### config.mk
export PLATFORM = sky130hd
export DESIGN_NAME = edge_irq_ctrl
export DESIGN_NICKNAME = d
export VERILOG_FILES = /design/src/rtl/edge_irq_pkg.sv /design/src/rtl/irq_edge_detect.sv /design/src/rtl/irq_latch_bank.sv /design/src/rtl/irq_host_regs.sv /design/src/rtl/edge_irq_ctrl.sv
export SDC_FILE = /design/constraint.sdc
export NUM_CORES = 1
export LEC_CHECK = 0
export BUFFER_PORTS_ARGS = -buffer_cell sky130_fd_sc_hd__buf_2
export CORE_MARGIN = 4
export CORE_UTILIZATION = 54
export CTS_CLUSTER_SIZE = 10
export DETAILED_ROUTE_END_ITERATION = 8
export PLACE_DENSITY = 0.75
export SKIP_LAST_GASP = 1
export SYNTH_ARGS = -nofsm -noshare
export SYNTH_HDL_FRONTEND = slang
export SYNTH_HIERARCHICAL = 1
export SYNTH_SLANG_ARGS = --single-unit
### constraint.sdc
create_clock -name clk -period 2.2 [get_ports clk]
set_input_delay 0.66 -clock clk [delete_from_list [all_inputs] [get_ports clk]]
set_output_delay 0.66 -clock clk [all_outputs]
set_load 0.05 [all_outputs]
### src/rtl/edge_irq_pkg.sv
package edge_irq_pkg;

   localparam int unsigned ADDR_W = 3;

   typedef enum logic [ADDR_W-1:0] {
      REG_LATCH = 3'd0,
      REG_PEND  = 3'd1,
      REG_MASK  = 3'd2,
      REG_CLEAR = 3'd3,
      REG_CTRL  = 3'd4,
      REG_VECT  = 3'd5
   } reg_sel_e;

   localparam int unsigned CTRL_EN_BIT  = 0;
   localparam int unsigned CTRL_ANY_BIT = 1;

endpackage

### src/rtl/irq_edge_detect.sv
module irq_edge_detect #(
   parameter int unsigned N_LINES     = 8,
   parameter int unsigned SYNC_STAGES = 2
) (
   input  logic               clk,
   input  logic               rst_n,
   input  logic [N_LINES-1:0] pin_i,
   input  logic [N_LINES-1:0] rise_sel_i,
   output logic [N_LINES-1:0] edge_o
);

   logic [SYNC_STAGES-1:0][N_LINES-1:0] stg_q;
   logic [N_LINES-1:0]                  prev_q;
   logic [N_LINES-1:0]                  cur;

   always_ff @(posedge clk or negedge rst_n) begin
      if (!rst_n) begin
         stg_q  <= '0;
         prev_q <= '0;
      end else begin
         stg_q  <= {stg_q[SYNC_STAGES-2:0], pin_i};
         prev_q <= stg_q[SYNC_STAGES-1];
      end
   end

   assign cur = stg_q[SYNC_STAGES-1];

   for (genvar i = 0; i < N_LINES; i++) begin : g_pol
      assign edge_o[i] = rise_sel_i[i] ? (cur[i] & ~prev_q[i])
                                       : (~cur[i] & prev_q[i]);
   end

endmodule

### src/rtl/irq_latch_bank.sv
module irq_latch_bank #(
   parameter int unsigned N_LINES = 8
) (
   input  logic               clk,
   input  logic               rst_n,
   input  logic [N_LINES-1:0] edge_i,
   input  logic [N_LINES-1:0] clr_i,
   output logic [N_LINES-1:0] latch_o
);

   logic [N_LINES-1:0] latch_q;

   // a bit captures only while empty; a set bit leaves only by a clear
   always_ff @(posedge clk or negedge rst_n) begin
      if (!rst_n) latch_q <= '0;
      else        latch_q <= (latch_q & ~clr_i) | (~latch_q & edge_i);
   end

   assign latch_o = latch_q;


   latch_hold_chk: assert property (@(posedge clk) disable iff (!rst_n)
      1'b1 |=> ((latch_q & $past(latch_q & ~clr_i)) == $past(latch_q & ~clr_i)));


   no_spurious_set_chk: assert property (@(posedge clk) disable iff (!rst_n)
      1'b1 |=> ((latch_q & ~$past(latch_q) & ~$past(edge_i)) == {N_LINES{1'b0}}));

endmodule

### src/rtl/irq_host_regs.sv
module irq_host_regs
   import edge_irq_pkg::*;
#(
   parameter int unsigned N_LINES  = 8,
   parameter int unsigned VEC_W    = 8,
   parameter int unsigned DATA_W   = 8,
   parameter bit          REQ_FLOP = 1'b0
) (
   input  logic              clk,
   input  logic              rst_n,
   input  logic              wr_en,
   input  logic [ADDR_W-1:0] addr,
   input  logic [DATA_W-1:0] wr_data,
   input  logic              iack,
   input  logic [N_LINES-1:0] latch_i,
   output logic [N_LINES-1:0] clr_o,
   output logic [DATA_W-1:0] rd_data,
   output logic              irq_req
);

   logic [N_LINES-1:0] mask_q;
   logic [VEC_W-1:0]   vec_q;
   logic               en_q;
   logic [N_LINES-1:0] pend;
   logic               any_pend;
   logic               req_d;
   logic               mask_wr;

   assign mask_wr  = wr_en && (addr == REG_MASK);
   assign pend     = latch_i & mask_q;
   assign any_pend = |pend;
   assign req_d    = en_q & any_pend;
   assign clr_o    = (wr_en && (addr == REG_CLEAR)) ? wr_data[N_LINES-1:0] : '0;

   always_ff @(posedge clk or negedge rst_n) begin
      if (!rst_n) begin
         mask_q <= '0;
         en_q   <= 1'b0;
      end else if (wr_en) begin
         if (addr == REG_MASK) mask_q <= wr_data[N_LINES-1:0];
         if (addr == REG_CTRL) en_q   <= wr_data[CTRL_EN_BIT];
      end
   end

   // vector has no reset: software programs it before enabling
   always_ff @(posedge clk) begin
      if (wr_en && (addr == REG_VECT)) vec_q <= wr_data[VEC_W-1:0];
   end

   if (REQ_FLOP) begin : g_req_flop
      logic req_q;
      always_ff @(posedge clk or negedge rst_n) begin
         if (!rst_n) req_q <= 1'b0;
         else        req_q <= req_d;
      end
      assign irq_req = req_q;
   end else begin : g_req_comb
      assign irq_req = req_d;
   end

   always_comb begin
      rd_data = '0;
      if (iack) begin
         rd_data[VEC_W-1:0] = vec_q;
      end else begin
         case (addr)
            REG_LATCH: rd_data[N_LINES-1:0] = latch_i;
            REG_PEND:  rd_data[N_LINES-1:0] = pend;
            REG_MASK:  rd_data[N_LINES-1:0] = mask_q;
            REG_CTRL: begin
               rd_data[CTRL_EN_BIT]  = en_q;
               rd_data[CTRL_ANY_BIT] = any_pend;
            end
            REG_VECT:  rd_data[VEC_W-1:0] = vec_q;
            default:   rd_data = '0;
         endcase
      end
   end


   req_off_when_disabled_chk: assert property (@(posedge clk) disable iff (!rst_n)
      (!en_q && !$past(en_q)) |-> !irq_req);


   req_drop_needs_write_chk: assert property (@(posedge clk) disable iff (!rst_n)
      $fell(irq_req) |-> ($past(wr_en) || $past(wr_en, 2)));


   mask_stable_chk: assert property (@(posedge clk) disable iff (!rst_n)
      !$past(mask_wr) |-> $stable(mask_q));

endmodule

### src/rtl/edge_irq_ctrl.sv
module edge_irq_ctrl
   import edge_irq_pkg::*;
#(
   parameter int unsigned N_INPUTS    = 8,
   parameter int unsigned VEC_W       = 8,
   parameter int unsigned DATA_W      = 8,
   parameter int unsigned SYNC_STAGES = 2,
   parameter bit          REQ_FLOP    = 1'b0
) (
   input  logic                clk,
   input  logic                rst_n,
   input  logic [N_INPUTS-1:0] irq_in,
   input  logic [N_INPUTS-1:0] rise_sel,
   input  logic                wr_en,
   input  logic [ADDR_W-1:0]   addr,
   input  logic [DATA_W-1:0]   wr_data,
   input  logic                iack,
   output logic [DATA_W-1:0]   rd_data,
   output logic                irq_req
);

   if (N_INPUTS < 1 || N_INPUTS > DATA_W) begin : g_bad_inputs
      $error("edge_irq_ctrl: N_INPUTS must be 1..DATA_W");
   end
   if (VEC_W < 1 || VEC_W > DATA_W) begin : g_bad_vec
      $error("edge_irq_ctrl: VEC_W must be 1..DATA_W");
   end
   if (DATA_W < 2) begin : g_bad_data
      $error("edge_irq_ctrl: DATA_W must hold the control bits");
   end
   if (SYNC_STAGES < 2) begin : g_bad_sync
      $error("edge_irq_ctrl: SYNC_STAGES must be at least 2");
   end

   logic [N_INPUTS-1:0] edge_s;
   logic [N_INPUTS-1:0] clr_s;
   logic [N_INPUTS-1:0] latch_s;

   irq_edge_detect #(
      .N_LINES     (N_INPUTS),
      .SYNC_STAGES (SYNC_STAGES)
   ) i_detect (
      .clk        (clk),
      .rst_n      (rst_n),
      .pin_i      (irq_in),
      .rise_sel_i (rise_sel),
      .edge_o     (edge_s)
   );

   irq_latch_bank #(
      .N_LINES (N_INPUTS)
   ) i_latch (
      .clk     (clk),
      .rst_n   (rst_n),
      .edge_i  (edge_s),
      .clr_i   (clr_s),
      .latch_o (latch_s)
   );

   irq_host_regs #(
      .N_LINES  (N_INPUTS),
      .VEC_W    (VEC_W),
      .DATA_W   (DATA_W),
      .REQ_FLOP (REQ_FLOP)
   ) i_regs (
      .clk     (clk),
      .rst_n   (rst_n),
      .wr_en   (wr_en),
      .addr    (addr),
      .wr_data (wr_data),
      .iack    (iack),
      .latch_i (latch_s),
      .clr_o   (clr_s),
      .rd_data (rd_data),
      .irq_req (irq_req)
   );


   req_low_after_reset_chk: assert property (@(posedge clk) disable iff (!rst_n)
      !$past(rst_n) |-> !irq_req);

endmodule

== After elaboration in Yosys (flattened, before gate mapping) ==
Cells that the tools add are included.

* Register bits after elaboration: 49
* Input bits: 31
* Word-level logic and storage cells: 69

* Reduce and logical (&&, ||, !) cells: 6
* Bitwise operators: 39
* Equal/unequal tests: 5
* Multiplexer cells: 12

{| class="wikitable"
|+ Operators with widths
! kind !! number
|-
| bitwise AND 8 bit || 3
|-
| case mux 6 bit (4 select lines) || 1
|-
| bitwise AND 1 bit || 17
|-
| 2-to-1 mux 8 bit || 2
|-
| NOT 1 bit || 16
|-
| NOT 8 bit || 2
|-
| case mux 2 bit (5 select lines) || 1
|-
| 2-to-1 mux 1 bit || 8
|-
| bitwise OR 8 bit || 1
|-
| OR reduction 8 bit || 1
|-
| equality test 3 x 2 -> 1 bit (second input constant) || 2
|-
| equality test 3 bit (second input constant) || 2
|-
| AND reduction 2 bit || 2
|-
| equality test 3 x 1 -> 1 bit (second input constant) || 1
|-
| zero test 3 bit || 1
|-
| logical AND 1 bit || 2
|}

== Longest topological paths before layout ==
* Depth in word-level cells: 6
* Mapped depth: 5
* Depth with buffers taken out: 4

== Modules after synthesis ==
Netlist, hierarchy kept.

{| class="wikitable"
|+ By module, submodules not included
! module !! sequential area each (µm²) !! cells each !! instances !! area an instance (µm²)
|-
| irq_host_regs || 465.4 || 94 || 1 || 1,023.5
|-
| irq_edge_detect || 600.6 || 48 || 1 || 777.0
|-
| irq_latch_bank || 200.2 || 24 || 1 || 310.3
|}

== Worst setup path after synthesis ==
Ideal clock, no wire load.

* Path type: input -> output
* Start point: input port addr[2]
* End point: output port rd_data[0]
* Slack: -0.318 ns
* Arrival: 1.858 ns
* Stages: 4
* Required time: 1.540 ns
* Cells stage by stage: buf_2 -> nor3_1 -> nor3_1 -> o221ai_1

* Longest elaborated chain between the ends: 3

{| class="wikitable"
|+ Ends and longest elaborated chain
! item !! line !! text
|-
| start, declared || edge_irq_ctrl.sv:15 || <nowiki>input logic [ADDR_W-1:0] addr,</nowiki>
|-
| equality test 3 bit (tied with other cells) || irq_host_regs.sv:66 || <nowiki>case (addr)</nowiki>
|-
| case mux 2 bit (5 select lines) (*) || irq_host_regs.sv:66 ||
|-
| 2-to-1 mux 8 bit (*) || irq_host_regs.sv:63 || <nowiki>if (iack) begin</nowiki>
|-
| end, declared || edge_irq_ctrl.sv:18 || <nowiki>output logic [DATA_W-1:0] rd_data,</nowiki>
|}

Mark *: on every way between the ends. The rest lies on a longest branch, timed or not.

== Final worst setup path ==
* Start point: input port addr[2]
* End point: output port rd_data[1]

The elaborated chain is that of the path after synthesis.

==> flow_metrics.env <==
export IMPL_power_total_uw=2120
export IMPL_ys_async_sr_fraction_pct=83.7
export IMPL_yosys_top_cells_area="dfrtp_1, edfxtp_1, mux2i_1"
export IMPL_cp_required_ps=1540
export IMPL_peakVddDrop_v=0.000617
export IMPL_max_cap_viol_count=0
export IMPL_synth_xor_area_share_pct=0
export IMPL_yosys_warnings=6
export IMPL_synth_compound_gate_area_share_pct=11.3
export IMPL_violations="negative setup slack"
export IMPL_cts_buffer_depth=2
export IMPL_pwr_share_clk_pct=28.3
export IMPL_syn_area_um2=2110
export IMPL_muxShareOfSynthArea_pct=12.9
export IMPL_initial_core_util_pct=56.8
export IMPL_seqPwrFrac_pct=49.9
export IMPL_drive_gt1_share_pct=45.7
export IMPL_ys_seq_area_share_pct=60.0
export IMPL_synth_top_cell_area_share_pct=48.6
export IMPL_dp_hpwl_mm=3.20
export IMPL_antenna_found_initial=0
export IMPL_grt_max_degree=16
export IMPL_via_count=1555
export IMPL_synth_edf_count=8
export IMPL_dp_cells=269
export IMPL_wl_mm=4.77
export IMPL_status="complete, but fails checks"
export IMPL_place_ws_ps=-382
export IMPL_synth_fa_ha_area_share_pct=0
export IMPL_cts_htree_levels=2
export IMPL_rows=22
export IMPL_ys_seq_elements=49
export IMPL_path_clk_slew_ps=80
export IMPL_drt_iter0_markers=106
export IMPL_portBuffers=39
export IMPL_slew_violations=0
export IMPL_critPathKind="input pin to output pin"
export IMPL_p_sw_uw=580
export IMPL_dieArea_um2=4970
export IMPL_synthFlopType="dfrtp_1"
export IMPL_period_minus_slack_ps=2280
export IMPL_grt_setup_unrepaired="true"
export IMPL_root_buffer="clkbuf_8"
export IMPL_hold_viol_final=0
export IMPL_worstHoldPathType="input pin to async pin"
export IMPL_synth_simple_area_share_pct=12.9
export IMPL_synth_cells=166
export IMPL_total_leakage_power_uw=0.00132
export IMPL_grt_overflow=0
export IMPL_worst_slew_pin_slew_ps=325
export IMPL_antennaDiodeCount=0
export IMPL_avgSynthCellArea_um2=12.7
export IMPL_arrival_ps=1620
export IMPL_viasPerCell=5.55
export IMPL_stdcell_count=280
export IMPL_synth_distinct_cells=31
export IMPL_synth_nets=197
export IMPL_grt_pass1_wl_mm=7.67
export IMPL_io_pins=40
export IMPL_skew_ps=5.03
export IMPL_synth_top_family_by_area="simple AND/OR/NAND/NOR gates"
export IMPL_die_w_um=70.5
export IMPL_hold_buffers=0
export IMPL_setup_violations_final=8
export IMPL_die_h_um=70.5
export IMPL_combinationalPowerShare_pct=21.8
export IMPL_relSlewSlack_pct=78.3
export IMPL_clock_latency_ps=290
export IMPL_post_route_period_util_pct=104
export IMPL_swShare_pct=27.3
export IMPL_p_per_area_nw_per_um2=736
export IMPL_grt_use_total_pct=19.9
export IMPL_synth_top_cells_by_count="dfrtp_1, nand2_1, mux2i_1"
export IMPL_finalSetupTns_ps=-360
export IMPL_end_kind="output pin"
export IMPL_n_fill_cell=237
export IMPL_timing_final_ws_setup_ps=-78.7
export IMPL_syn_to_final_growth_pct=36.5
export IMPL_routedWlPerCell_um=17.0
export IMPL_crit_path_start_kind="input pin"
export IMPL_crit_fanout=6
export IMPL_fmaxAchievable_mhz=439
export IMPL_cts_tree="built"
export IMPL_gp_congestion=0.918
export IMPL_internal_power_uw=1540
export IMPL_final_net_count=262
export IMPL_synth_largest_area_cell="dfrtp_1"
export IMPL_yosysMostFrequentCell="dfrtp_1"
export IMPL_cts_buffers=5
export IMPL_clock_sinks=49
export IMPL_drcViolationCount=0
export IMPL_final_util_pct=77.5
export IMPL_core_area_um2=3720
export IMPL_grt_pass1_vias=1619
export IMPL_firstDrtPassIters=4
export IMPL_ant_nets=0
per-stage QoR:
step	hold slack [ps]	cell area, um^2
5_1_grt	257	2880
3_5_place_dp	337	2520
6_report	248	2880
4_1_cts	246	2750
2_1_floorplan	331	2140
3_3_place_gp	332	2520
critical path, cell delays in order:
cell and delay (ps):
buf_4 140, buf_4 130, o21ai_1 80, a221oi_2 350
a21oi_4 90, buf_6 160
power by group through the flow:
stage | Sequential (uW) | Combinational (uW) | Clock, uW
floorplan | 1060 | 257 | 0
global placement | 1070 | 362 | 0
detailed placement | 1070 | 377 | 0
CTS | 1050 | 414 | 613
finish | 1060 | 462 | 600
global route | 1070 | 494 | 665
cell type report:
class	count	area [um^2]	share of cell area, %
sequential	49	1270	44.0
multi-input combinational	104	898	31.2
timing repair buffer	62	510	17.7
clock buffer	8	111	3.86
tap	48	60.1	2.08
inverter	9	33.8	1.17
sequential cells by signal, summed over array words and instances (netlist names):
signal / count
i_regs/en_q: 1
i_latch/latch_o: 8
i_detect/prev_q: 8
i_detect/cur: 8
i_regs/vec_q: 8
i_regs/mask_q: 8
i_detect/stg_q: 8
kinds of logic (layout without fill, tap and decap cells):
kind of cell,count (synthesis),count (layout)
AOI/OAI and AO/OA,28,28
buffers and inverters,13,79
DFF,49,49
muxes,26,26
and+or+nand+nor,50,50
layout by cell type, fill, tap and decap left out, types with 3 or more instances in the layout:
cell	netlist	layout
a22o_4	0	4
and2_1	8	8
buf_2	2	28
buf_4	1	20
buf_6	1	6
buf_8	0	3
clkbuf_8	0	6
dfrtp_1	41	40
edfxtp_1	8	8
inv_1	9	9
mux2_2	9	9
mux2i_1	17	16
nand2_1	18	17
nand2b_1	8	8
nand3_1	3	3
nor3_2	0	4
o21ai_1	1	3
o22ai_1	6	5
o22ai_2	7	8
final timing paths:
check / from / endpoint / slack, ps / depth (start not counted)
worst max-delay path: addr[2] / rd_data[1] / -80 / 6
worst min-delay path: rst_n / i_detect/cur[1]$_DFF_PN0_ / 250 / 1
worst max register to register: i_detect/cur[0]$_DFF_PN0_ / i_latch/latch_o[0]$_DFF_PN0_ / 1250 / 4
worst min register to register: i_detect/stg_q[1]$_DFF_PN0_ / i_detect/cur[1]$_DFF_PN0_ / 350 / 0
max in group asynchronous: rst_n / i_detect/stg_q[3]$_DFF_PN0_ / 1450 / 2
min in group clk: i_detect/stg_q[1]$_DFF_PN0_ / i_detect/cur[1]$_DFF_PN0_ / 350 / 0
layer usage:
metal  share of wire (%)  track usage [%]  vias to the layer above
met3                 4.9             5.90                       12
met1                  43             25.0                      773
met4                 1.9             9.36                        0
met5                   0                0                        -
li1                    -                -                      727
met2                  50             31.5                       43
timing repair:
action                                  4_1_cts  5_1_grt
buffers inserted                              0        2
gates cloned                                  1        0
endpoints found under the setup margin        8        8
pin swaps                                     3        9
gates resized for setup                      23       22
Note: power is estimated with default switching activity, not from simulation.
